[src/rtl/dsi_rsp_pkg.sv]
package dsi_rsp_pkg;

  localparam logic [7:0] TRIG_ACK_CODE = 8'h84;
  localparam logic [7:0] TRIG_ESC_CODE = 8'h87;

  localparam logic [5:0] DT_ACK_ERR  = 6'h02;
  localparam logic [5:0] DT_GEN_LONG = 6'h1A;
  localparam logic [5:0] DT_DCS_LONG = 6'h1C;
  localparam logic [5:0] DT_SHORT1   = 6'h21;
  localparam logic [5:0] DT_SHORT2   = 6'h22;

  localparam int LEN_W = 16;

  typedef enum logic [1:0] {
    TRIG_NONE = 2'd0,
    TRIG_ACK  = 2'd1,
    TRIG_ESC  = 2'd2,
    TRIG_UNK  = 2'd3
  } trig_e;

  typedef enum logic [2:0] {
    ST_IDLE,
    ST_HDR,
    ST_PAY,
    ST_CSUM,
    ST_DRAIN
  } pst_e;

endpackage

[src/rtl/dsi_rsp_ecc.sv]
module dsi_rsp_ecc (
  input  logic [23:0] data_in,
  input  logic [7:0]  ecc_in,
  output logic [23:0] data_out,
  output logic        single_fix,
  output logic        multi_err
);

  // Parity-check column of each header bit (bit p set: bit feeds parity p)
  function automatic logic [5:0] bit_code(input int idx);
    case (idx)
      0:  bit_code = 6'h07;
      1:  bit_code = 6'h0B;
      2:  bit_code = 6'h0D;
      3:  bit_code = 6'h0E;
      4:  bit_code = 6'h13;
      5:  bit_code = 6'h15;
      6:  bit_code = 6'h16;
      7:  bit_code = 6'h19;
      8:  bit_code = 6'h1A;
      9:  bit_code = 6'h1C;
      10: bit_code = 6'h23;
      11: bit_code = 6'h25;
      12: bit_code = 6'h26;
      13: bit_code = 6'h29;
      14: bit_code = 6'h2A;
      15: bit_code = 6'h2C;
      16: bit_code = 6'h31;
      17: bit_code = 6'h32;
      18: bit_code = 6'h34;
      19: bit_code = 6'h38;
      20: bit_code = 6'h1F;
      21: bit_code = 6'h2F;
      22: bit_code = 6'h37;
      23: bit_code = 6'h3B;
      default: bit_code = 6'h00;
    endcase
  endfunction

  logic [5:0] calc;
  logic [7:0] synd;
  logic       hit;

  always_comb begin
    calc = 6'h00;
    for (int i = 0; i < 24; i++) begin
      if (data_in[i]) calc = calc ^ bit_code(i);
    end
    synd     = {2'b00, calc} ^ ecc_in;
    data_out = data_in;
    hit      = 1'b0;
    for (int i = 0; i < 24; i++) begin
      if (synd == {2'b00, bit_code(i)}) begin
        data_out[i] = ~data_in[i];
        hit         = 1'b1;
      end
    end
    if ($onehot(synd)) hit = 1'b1;
    single_fix = (synd != 8'h00) && hit;
    multi_err  = (synd != 8'h00) && !hit;
  end

endmodule

[src/rtl/dsi_rsp_fifo.sv]
module dsi_rsp_fifo #(
  parameter int W     = 32,
  parameter int DEPTH = 16,
  localparam int PTR_W = (DEPTH > 1) ? $clog2(DEPTH) : 1,
  localparam int CNT_W = $clog2(DEPTH + 1)
) (
  input  logic             clk,
  input  logic             rst_n,
  input  logic             push,
  input  logic [W-1:0]     wdata,
  input  logic             pop,
  output logic [W-1:0]     rdata,
  output logic [CNT_W-1:0] count,
  output logic             full,
  output logic             empty
);

  logic [W-1:0]     mem_q [DEPTH];
  logic [PTR_W-1:0] wp_q, wp_d, rp_q, rp_d;
  logic [CNT_W-1:0] cnt_q, cnt_d;
  logic             do_push, do_pop;

  function automatic logic [PTR_W-1:0] ptr_inc(input logic [PTR_W-1:0] p);
    if (p == PTR_W'(DEPTH - 1)) ptr_inc = '0;
    else                        ptr_inc = p + 1'b1;
  endfunction

  assign full    = (cnt_q == CNT_W'(DEPTH));
  assign empty   = (cnt_q == '0);
  assign do_push = push && !full;
  assign do_pop  = pop && !empty;

  always_comb begin
    wp_d  = do_push ? ptr_inc(wp_q) : wp_q;
    rp_d  = do_pop  ? ptr_inc(rp_q) : rp_q;
    cnt_d = cnt_q;
    case ({do_push, do_pop})
      2'b10:   cnt_d = cnt_q + 1'b1;
      2'b01:   cnt_d = cnt_q - 1'b1;
      default: cnt_d = cnt_q;
    endcase
  end

  always_ff @(posedge clk or negedge rst_n) begin
    if (!rst_n) begin
      wp_q  <= '0;
      rp_q  <= '0;
      cnt_q <= '0;
    end else begin
      wp_q  <= wp_d;
      rp_q  <= rp_d;
      cnt_q <= cnt_d;
    end
  end

  always_ff @(posedge clk) begin
    if (do_push) mem_q[wp_q] <= wdata;
  end

  assign rdata = empty ? '0 : mem_q[rp_q];
  assign count = cnt_q;

endmodule

[src/rtl/dsi_rsp_parse.sv]
module dsi_rsp_parse
  import dsi_rsp_pkg::*;
(
  input  logic        clk,
  input  logic        rst_n,
  input  logic        rx_valid,
  input  logic [7:0]  rx_byte,
  input  logic        rx_first,
  input  logic        rx_last,
  input  logic        fifo_full,
  input  logic        udf_evt,
  output logic        push,
  output logic [31:0] push_word,
  output logic [1:0]  trig_kind,
  output logic [15:0] err_rpt,
  output logic        ecc_fixed,
  output logic        ecc_multi,
  output logic        proto_err,
  output logic        ovf,
  output logic        udf
);

  pst_e             st_q, st_d;
  logic [2:0][7:0]  hb_q, hb_d;
  logic [1:0]       idx_q, idx_d;
  logic [LEN_W-1:0] rem_q, rem_d;
  logic [23:0]      acc_q, acc_d;
  logic [1:0]       bidx_q, bidx_d;
  trig_e            trig_q, trig_d;
  logic [15:0]      err_q, err_d;
  logic [4:0]       flg_q, flg_d;   // {udf, ovf, proto, multi, fixed}

  logic [23:0]      hdr_fix;
  logic             ecc_single, ecc_bad;
  logic [31:0]      w32;
  logic             clr, set_proto, set_fixed, set_multi;

  dsi_rsp_ecc i_ecc (
    .data_in    (hb_q),
    .ecc_in     (rx_byte),
    .data_out   (hdr_fix),
    .single_fix (ecc_single),
    .multi_err  (ecc_bad)
  );

  assign w32 = {8'h00, acc_q} | ({24'h0, rx_byte} << {bidx_q, 3'b000});
  assign clr = rx_valid && rx_first;

  always_comb begin
    st_d      = st_q;
    hb_d      = hb_q;
    idx_d     = idx_q;
    rem_d     = rem_q;
    acc_d     = acc_q;
    bidx_d    = bidx_q;
    trig_d    = trig_q;
    err_d     = clr ? 16'h0 : err_q;
    push      = 1'b0;
    push_word = 32'h0;
    set_proto = 1'b0;
    set_fixed = 1'b0;
    set_multi = 1'b0;
    if (rx_valid && rx_first) begin
      push      = 1'b1;
      push_word = {24'h0, rx_byte};
      idx_d     = 2'd0;
      case (rx_byte)
        TRIG_ACK_CODE: trig_d = TRIG_ACK;
        TRIG_ESC_CODE: trig_d = TRIG_ESC;
        default:       trig_d = TRIG_UNK;
      endcase
      if (rx_last)                       st_d = ST_IDLE;
      else if (rx_byte == TRIG_ACK_CODE) st_d = ST_HDR;
      else                               st_d = ST_DRAIN;
    end else if (rx_valid) begin
      case (st_q)
        ST_HDR: begin
          if (idx_q != 2'd3) begin
            hb_d[idx_q] = rx_byte;
            idx_d       = idx_q + 1'b1;
            if (rx_last) begin
              set_proto = 1'b1;
              st_d      = ST_IDLE;
            end
          end else if (ecc_bad) begin
            set_multi = 1'b1;
            st_d      = rx_last ? ST_IDLE : ST_DRAIN;
          end else begin
            set_fixed = ecc_single;
            st_d      = rx_last ? ST_IDLE : ST_DRAIN;
            case (hdr_fix[5:0])
              DT_ACK_ERR: begin
                push      = 1'b1;
                push_word = {8'h00, hdr_fix};
                err_d     = hdr_fix[23:8];
              end
              DT_SHORT1, DT_SHORT2: begin
                push      = 1'b1;
                push_word = {8'h00, hdr_fix};
              end
              DT_GEN_LONG, DT_DCS_LONG: begin
                push      = 1'b1;
                push_word = {8'h00, hdr_fix};
                rem_d     = hdr_fix[23:8];
                acc_d     = 24'h0;
                bidx_d    = 2'd0;
                idx_d     = 2'd0;
                if (rx_last) begin
                  set_proto = 1'b1;
                  st_d      = ST_IDLE;
                end else begin
                  st_d = (hdr_fix[23:8] == '0) ? ST_CSUM : ST_PAY;
                end
              end
              default: set_proto = 1'b1;
            endcase
          end
        end
        ST_PAY: begin
          rem_d = rem_q - 1'b1;
          if (bidx_q == 2'd3 || rem_q == LEN_W'(1)) begin
            push      = 1'b1;
            push_word = w32;
            acc_d     = 24'h0;
            bidx_d    = 2'd0;
          end else begin
            acc_d  = w32[23:0];
            bidx_d = bidx_q + 1'b1;
          end
          if (rem_q == LEN_W'(1)) begin
            st_d  = ST_CSUM;
            idx_d = 2'd0;
          end
          if (rx_last) begin
            set_proto = 1'b1;
            st_d      = ST_IDLE;
          end
        end
        ST_CSUM: begin
          idx_d = idx_q + 1'b1;
          if (idx_q == 2'd1) begin
            st_d = rx_last ? ST_IDLE : ST_DRAIN;
          end else if (rx_last) begin
            set_proto = 1'b1;
            st_d      = ST_IDLE;
          end
        end
        ST_DRAIN: begin
          if (rx_last) st_d = ST_IDLE;
        end
        default: ;
      endcase
    end
  end

  always_comb begin
    flg_d    = clr ? 5'b0 : flg_q;
    flg_d[0] = flg_d[0] | set_fixed;
    flg_d[1] = flg_d[1] | set_multi;
    flg_d[2] = flg_d[2] | set_proto;
    flg_d[3] = flg_d[3] | (push && fifo_full);
    flg_d[4] = flg_d[4] | udf_evt;
  end

  always_ff @(posedge clk or negedge rst_n) begin
    if (!rst_n) begin
      st_q   <= ST_IDLE;
      hb_q   <= '0;
      idx_q  <= '0;
      rem_q  <= '0;
      acc_q  <= '0;
      bidx_q <= '0;
      trig_q <= TRIG_NONE;
      err_q  <= '0;
      flg_q  <= '0;
    end else begin
      st_q   <= st_d;
      hb_q   <= hb_d;
      idx_q  <= idx_d;
      rem_q  <= rem_d;
      acc_q  <= acc_d;
      bidx_q <= bidx_d;
      trig_q <= trig_d;
      err_q  <= err_d;
      flg_q  <= flg_d;
    end
  end

  assign trig_kind = trig_q;
  assign err_rpt   = err_q;
  assign ecc_fixed = flg_q[0];
  assign ecc_multi = flg_q[1];
  assign proto_err = flg_q[2];
  assign ovf       = flg_q[3];
  assign udf       = flg_q[4];

endmodule

[src/rtl/dsi_rsp_parser.sv]
module dsi_rsp_parser #(
  parameter int DEPTH = 16,
  localparam int CNT_W = $clog2(DEPTH + 1)
) (
  input  logic             clk,
  input  logic             rst_n,
  input  logic             rx_valid,
  input  logic [7:0]       rx_byte,
  input  logic             rx_first,
  input  logic             rx_last,
  input  logic             rd_pop,
  output logic [31:0]      rd_data,
  output logic [CNT_W-1:0] rd_count,
  output logic [1:0]       trig_kind,
  output logic [15:0]      err_rpt,
  output logic             ecc_fixed,
  output logic             ecc_multi,
  output logic             proto_err,
  output logic             ovf,
  output logic             udf
);

  logic        word_push, fifo_push, fifo_full, fifo_empty, udf_evt;
  logic [31:0] word;

  assign fifo_push = word_push && !fifo_full;
  assign udf_evt   = rd_pop && fifo_empty;

  dsi_rsp_parse i_parse (
    .clk       (clk),
    .rst_n     (rst_n),
    .rx_valid  (rx_valid),
    .rx_byte   (rx_byte),
    .rx_first  (rx_first),
    .rx_last   (rx_last),
    .fifo_full (fifo_full),
    .udf_evt   (udf_evt),
    .push      (word_push),
    .push_word (word),
    .trig_kind (trig_kind),
    .err_rpt   (err_rpt),
    .ecc_fixed (ecc_fixed),
    .ecc_multi (ecc_multi),
    .proto_err (proto_err),
    .ovf       (ovf),
    .udf       (udf)
  );

  dsi_rsp_fifo #(.W(32), .DEPTH(DEPTH)) i_fifo (
    .clk   (clk),
    .rst_n (rst_n),
    .push  (fifo_push),
    .wdata (word),
    .pop   (rd_pop),
    .rdata (rd_data),
    .count (rd_count),
    .full  (fifo_full),
    .empty (fifo_empty)
  );

endmodule

[config.mk]
export PLATFORM = sky130hd
export DESIGN_NAME = dsi_rsp_parser
export DESIGN_NICKNAME = d
export VERILOG_FILES = /design/src/rtl/dsi_rsp_pkg.sv /design/src/rtl/dsi_rsp_ecc.sv /design/src/rtl/dsi_rsp_fifo.sv /design/src/rtl/dsi_rsp_parse.sv /design/src/rtl/dsi_rsp_parser.sv
export SDC_FILE = /design/constraint.sdc
export NUM_CORES = 1
export LEC_CHECK = 0
export BUFFER_PORTS_ARGS = -buffer_cell sky130_fd_sc_hd__buf_2
export CAP_MARGIN = 20
export CORE_AREA = 2 2 320 290
export DETAILED_ROUTE_END_ITERATION = 8
export DIE_AREA = 0 0 322 292
export SLEW_MARGIN = 10
export SYNTH_ARGS = -nofsm -noshare
export SYNTH_HDL_FRONTEND = slang
export SYNTH_HIERARCHICAL = 1
export SYNTH_SLANG_ARGS = --single-unit
[constraint.sdc]
create_clock -name clk -period 11.3 [get_ports clk]
set_input_delay 0 -clock clk [delete_from_list [all_inputs] [get_ports clk]]
set_output_delay 0 -clock clk [all_outputs]
set_load 0.01 [all_outputs]
### After elaboration in Yosys (flattened, before gate mapping)

Memory sizes are Yosys's and may differ from the RTL's.
Cells that the tools add are included.

* register bits after elaboration: 107
* latch bits: 0
* RAM bits: 512
* ROM bits: 0
* input port bits: 14
* memories kept: 1

* add/subtract/negate cells: 14
* $mul: 0
* divide/modulo/power cells: 0
* magnitude comparators: 2
* equality and inequality tests: 52
* shifts and indexed selects: 1
* muxes and demuxes: 180
* bitwise gates (word level): 55
* reduce and logical (&&, ||, !) cells: 28

Memories
* i_fifo.mem_q: depth 16, width 32, read ports 1, clocked after Yosys merged registers in 0, write ports 1, line dsi_rsp_fifo.sv:18 `logic [W-1:0] mem_q [DEPTH];`

Operator list (count)
* $mux W6: 46
* $mux W32: 6
* $mux W16: 10
* $xor A6 B6 Y6: 23
* $mux W24: 5
* $eq A8 B6 Y1 const B: 13
* $mux W1: 74
* $pmux W32 S2: 1
* $eq A8 B5 Y1 const B: 7
* $pmux W24 S2: 1
* $mux W3: 14
* $or A24 B32 Y32: 1
* $pmux W16 S2: 1
* $shl A8 B5 Y32: 1
* $not A1 Y1: 25
* $bwmux W24: 1
* $eq A8 B4 Y1 const B: 3
* $demux W8 S2: 1
* $eq A16 B1 Y1 const B: 1
* $eq A8 B8 Y1 const B: 2
* $logic_not A16 Y1: 1
* $mux W2: 8
* $sub A16 B1 Y16 const B: 1
* $eq A6 B5 Y1 const B: 2
* 52 further kinds: 84

### Depth between registers and ports, before layout

* depth after elaboration: 85
* mapped depth: 36
* gate-level depth less buffers: 34

### By module

The synthesis kept the hierarchy.

By module, submodules not included
* dsi_rsp_fifo: times used 1, cells each 886, area an instance 20300.7 um2
* dsi_rsp_parse: times used 1, cells each 535, area an instance 5101.1 um2
* dsi_rsp_ecc: times used 1, cells each 180, area an instance 1560.2 um2
* dsi_rsp_parser: times used 1, cells each 2, area an instance 20.0 um2

### Worst setup path before layout

OpenSTA, ideal clock, no wires.

* path type: register -> register
* start point: register i_parse/hb_q[20] (netlist name)
* end point: memory i_fifo.mem_q[0][0] (enable)
* setup time: 0.461 ns
* arrival time: 8.410 ns
* required time: 10.839 ns
* slack: 2.429 ns
* cell stages (with the launch flop): 30
* path buffers: 1
* cells stage by stage: dfrtp_1 xnor2_2 xnor3_2 xnor2_2 xor2_2 inv_2 fa_1 fa_1 xnor2_1 ha_1 ha_1 inv_1 fa_1 a2111oi_0 a21oi_1 nor2_1 a41oi_1 o311ai_1 and4bb_1 and4_1 nand2b_1 nor2_1 a21boi_2 o221ai_1 nand2_1 nor2b_4 a21boi_1 buf_2 nand2_1 nor3_1

* word-level cells in the longest chain between the ends: 45
* elaborated cells between the ends (all ways): 89
* classes of those cells: add/sub (6); eq/ne (30); mux (43); bitwise (4); reduce/logical (6)

RTL lines
* start, declared: line dsi_rsp_parse.sv:24 `logic [2:0][7:0] hb_q, hb_d;`
* start signal, assigned: line dsi_rsp_parse.sv:168 `hb_q <= '0;`
* start signal, assigned: line dsi_rsp_parse.sv:178 `hb_q <= hb_d;`
* $mux W6 (*): line dsi_rsp_ecc.sv:47 `if (data_in[i]) calc = calc ^ bit_code(i);`
* $xor A6 B6 Y6: line dsi_rsp_ecc.sv:47
* $mux W6 (*): line dsi_rsp_ecc.sv:47
* $xor A6 B6 Y6: line dsi_rsp_ecc.sv:47
* $mux W6 (*): line dsi_rsp_ecc.sv:47
* $xor A6 B6 Y6: line dsi_rsp_ecc.sv:47
* $mux W6 (*): line dsi_rsp_ecc.sv:47
* $xor A6 B8 Y8 (*): line dsi_rsp_ecc.sv:49 `synd = {2'b00, calc} ^ ecc_in;`
* (+28 left out)
* via i_parse.ecc_bad: line dsi_rsp_parse.sv:34 `logic ecc_single, ecc_bad;`
* (+3 left out)
* $mux W1 (*): line dsi_rsp_parse.sv:75 `end else if (rx_valid) begin`
* $mux W1 (*): line dsi_rsp_parse.sv:63 `if (rx_valid && rx_first) begin`
* via word_push: line dsi_rsp_parser.sv:23 `logic word_push, fifo_push, fifo_full, fifo_empty, udf_evt;`
* $logic_and A1 B1 Y1 (*): line dsi_rsp_parser.sv:26 `assign fifo_push = word_push && !fifo_full;`
* via fifo_push: line dsi_rsp_parser.sv:23
* $logic_and A1 B1 Y1 (*): line dsi_rsp_fifo.sv:30 `assign do_push = push && !full;`
* $mux W1 (*): line dsi_rsp_fifo.sv:57 `if (do_push) mem_q[wp_q] <= wdata;`
* $mux W1 (implied by the code) (*): line dsi_rsp_fifo.sv:57
* end, declared: line dsi_rsp_fifo.sv:18

Mark *: on every way through the listed nets, which the timed path passes. The rest lies on a longest branch.

### Final worst setup path

* start point: register i_parse/hb_q[20] (netlist name)
* end point: memory i_fifo.mem_q[1][16] (enable)

The elaborated chain is that of the path after synthesis.

==> results.md <==
- Slowest library cell on the worst path: nor3_2
- Synth area leader: edfxtp_1
- Clk root buf: clkbuf_16
- Unrepaired setup endpoints after global routing: false
- Row cnt: between 100 and 150
- Clock Skews: about 29 ps
- Synth area leaders: edfxtp_1, mux4_2, dfrtp_1
- CTS tree: yes
- Pin count of the biggest net entering global routing: just over 100
- Startpoint Class: flip-flop
- Mapped Cells: ~1600
- Maximum clock rate: 115.6 MHz
- Final Max Slew Viols: 0
- IO Pins: 74
- Setup TNS: 0 ps
- Post-DRT Antenna Nets: 0
- Syn nets: 1640
- Slew headroom: a little over a quarter
- Routed vias: 15250
- # setup viols final: 0
- Antenna Cells: 0
- Initial antenna violation count: 1
- YS warnings: 6
- Hold Vio Cnt, Final: 0
- Outcome: finished, final reports clean
- Clk_lat worst skew: 640 ps
- Most common cell on crit path: fa_1
- 1st-pass router iterations: 5
- # Max-Cap Violations: 0
- CTS buffer count: slightly below 60
- Period utilization: approximately 77%
- Number of synthesized flops with an enable pin: between 500 and 600
- Crit path buf inv count: 5
- Routed len/inst: ~23 um
- Global-route wire length before repair: between 100000 and 150000 um
- Seq cells post-synth: slightly above 600
- Prevailing post-synth register cell: edfxtp_1
- CP Capture Type: flip-flop
- Slowest cell delay on critical path: roughly 830 ps
- First DRT Iteration DRCs: approximately 1600
- Vias in the first global route: roughly 15000
- Total Routing Usage GR: between 10 and 15%
- Share of layout cells above drive strength 1: 23.61%
- Tmin final: 8649 ps
- Clock sinks: between 600 and 700
- Sequential share of the synthesized area: between 60 and 70%
- Clock slew at reported path FFs: roughly 60 ps
- Area Overhead vs Synth: 15.13%
- Post-synth ARST share: ~17%
- CORE AREA: ~90000 sq um
- Die width: 322 um
- Nets: around 1700
- Die Span Y: approximately 290 um
- CP Data Required Time: 11640 ps
- Mapped Area: 26980 sq um
- Min-delay worst type: primary input to flip-flop
- # H-tree levels: 2
- CP Class: flip-flop to flip-flop
- DP Wirelength: around 43000 um
- Syn avg cell area: 16.83 sq um
- Yosys top cell area share: a little under three fifths
- CP top delay family: simple AND/OR/NAND/NOR gates
- Worst Path Arrival: between 8000 and 9000 ps
- Via density: roughly 5.2
- Filler cell count: 8601
- Die area: 94020 sq um
- Number of port buffers: 73
- Initial Utilization: 29.77%
- CTS max path bufs: 3
- Yosys cell types: between 80 and 90
- Drc violations: 0
- GP Congestion: between 0.8 and 0.9
- Drt total wl: approximately 69000 um
- Post-CTS Setup Bufs: 0
- CP max FO: 22
- Overflow after GRT: 0
- Worst-Margin Slew: 1106 ps
-- worst min-delay path: cells and delay by family --
family                 cells  cell delay (ps)
AOI/OAI and AO/OA          1               90
buffers and inverters      2              750
-- registers in the layout, summed over array words and instances (netlist names) --
register	count
i_parse/idx_q	2
i_parse/hb_q	24
i_parse/acc_q	24
i_fifo/wp_q	4
i_fifo/mem_q	512
i_parse/bidx_q	2
i_parse/err_rpt	16
i_parse/trig_kind	2
i_fifo/rp_q	4
i_parse/flg_q	5
i_parse/st_q	3
i_fifo/count	5
i_parse/rem_q	16
-- metrics by stage --
stage | cells | instance area [sq um] | hold slack [ps] | utilization (%) | setup WS [ps]
after global routing | 2935 | 31060 | 281.4 | 34.27 | 2125
final | 2935 | 31060 | 269.9 | 34.27 | 2651
after detailed placement | 2799 | 28770 | 83.78 | 31.74 | 2669
after CTS | 2928 | 30920 | 227.7 | 34.11 | 2661
after global placement | 2798 | 28740 | 78.33 | 31.71 | 2918
after floorplan | 1603 | 26980 | -295.6 | - | 2429
-- path summary, 6_finish.rpt --
path | start | end | slack [ps] | cells after the start
setup reg to reg | i_parse/hb_q[20] | i_fifo/mem_q[1][16] | 2650 | 31
hold reg to reg | i_parse/acc_q[8] | i_parse/acc_q[8] | 480 | 2
min in group asynchronous | rst_n | i_fifo/wp_q[0] | 490 | 4
setup / recovery | i_parse/hb_q[20] | i_fifo/mem_q[1][16] | 2650 | 31
hold / removal | rx_first | i_parse/err_rpt[10] | 270 | 3
max in group asynchronous | rst_n | i_parse/acc_q[15] | 10000 | 4
-- cell usage after synthesis (all sizes together) (9+ instances only) --
cell       n
nor2      85
edfxtp   512
o22ai     34
mux2      30
xnor2     46
a31oi     11
dfrtp    107
nor3      41
ha        20
buf       55
clkbuf    32
mux4     128
and3       9
nand2     71
inv       25
mux2i     77
o21ai     40
a21oi     52
a2bb2oi   20
nand2b    10
a22oi     11
nor4      12
nand3     10
xor2      38
-- kinds of logic (layout without fill, tap and decap cells) --
group | count (synthesis) | in the layout | synth area share [%]
fa+ha+maj | 23 | 23 | 1.150
buf+inv | 113 | 268 | 2.147
compound gates | 233 | 233 | 5.820
flops | 619 | 619 | 66.90
xor+xnor | 91 | 91 | 3.789
mux | 235 | 235 | 14.79
simple gates | 289 | 289 | 5.398
-- what timing repair did --
item,4_1_cts,5_1_grt
endpoints found under the setup margin,0,0
hold buffers,18,0
resized for setup,0,0
endpoints found under the hold margin,115,0
-- layout make-up --
| cell class | instances | area (sq um) | area share (%) |
|---|---|---|---|
| clock buffer | 68 | 1510 | 4.862 |
| clock inverter | 43 | 439.2 | 1.414 |
| inverter | 26 | 97.59 | 0.3142 |
| multi-input combinational | 871 | 8477 | 27.29 |
| sequential | 619 | 18060 | 58.15 |
| tap | 1177 | 1473 | 4.741 |
| timing repair buffer | 131 | 1003 | 3.230 |
-- metal layers --
| metal | share of wire (%) | vias up | global-route usage [%] |
|---|---|---|---|
| met3 | 7.3 | 98 | 2.538 |
| li1 | - | 6566 | - |
| met4 | 1.8 | 2 | 3.225 |
| met2 | 45 | 606 | 21.88 |
| met5 | 0.019 | - | 0 |
| met1 | 46 | 7979 | 21.59 |
-- placed cells by master (no fill, tap or decap), types with 10 or more instances in the layout --
cell,n
buf_2,72
dfrtp_1,104
mux2_2,30
nor2_1,71
o22ai_1,34
buf_4,33
ha_1,20
xor2_1,36
clkinv_2,13
a31oi_1,11
o21ai_0,31
nand2_1,67
a2bb2oi_1,20
a22oi_1,11
nor3_1,37
dlygate4sd3_1,17
mux2i_1,77
clkinv_1,16
a21oi_1,52
inv_1,24
nor2_4,12
mux4_2,128
nor4_1,11
nand3_1,10
edfxtp_1,512
xnor2_1,36
clkbuf_16,59
Power is left out: the tool's default activity adds up to more than one toggle a clock period on the data nets, which glitch-free logic cannot reach.
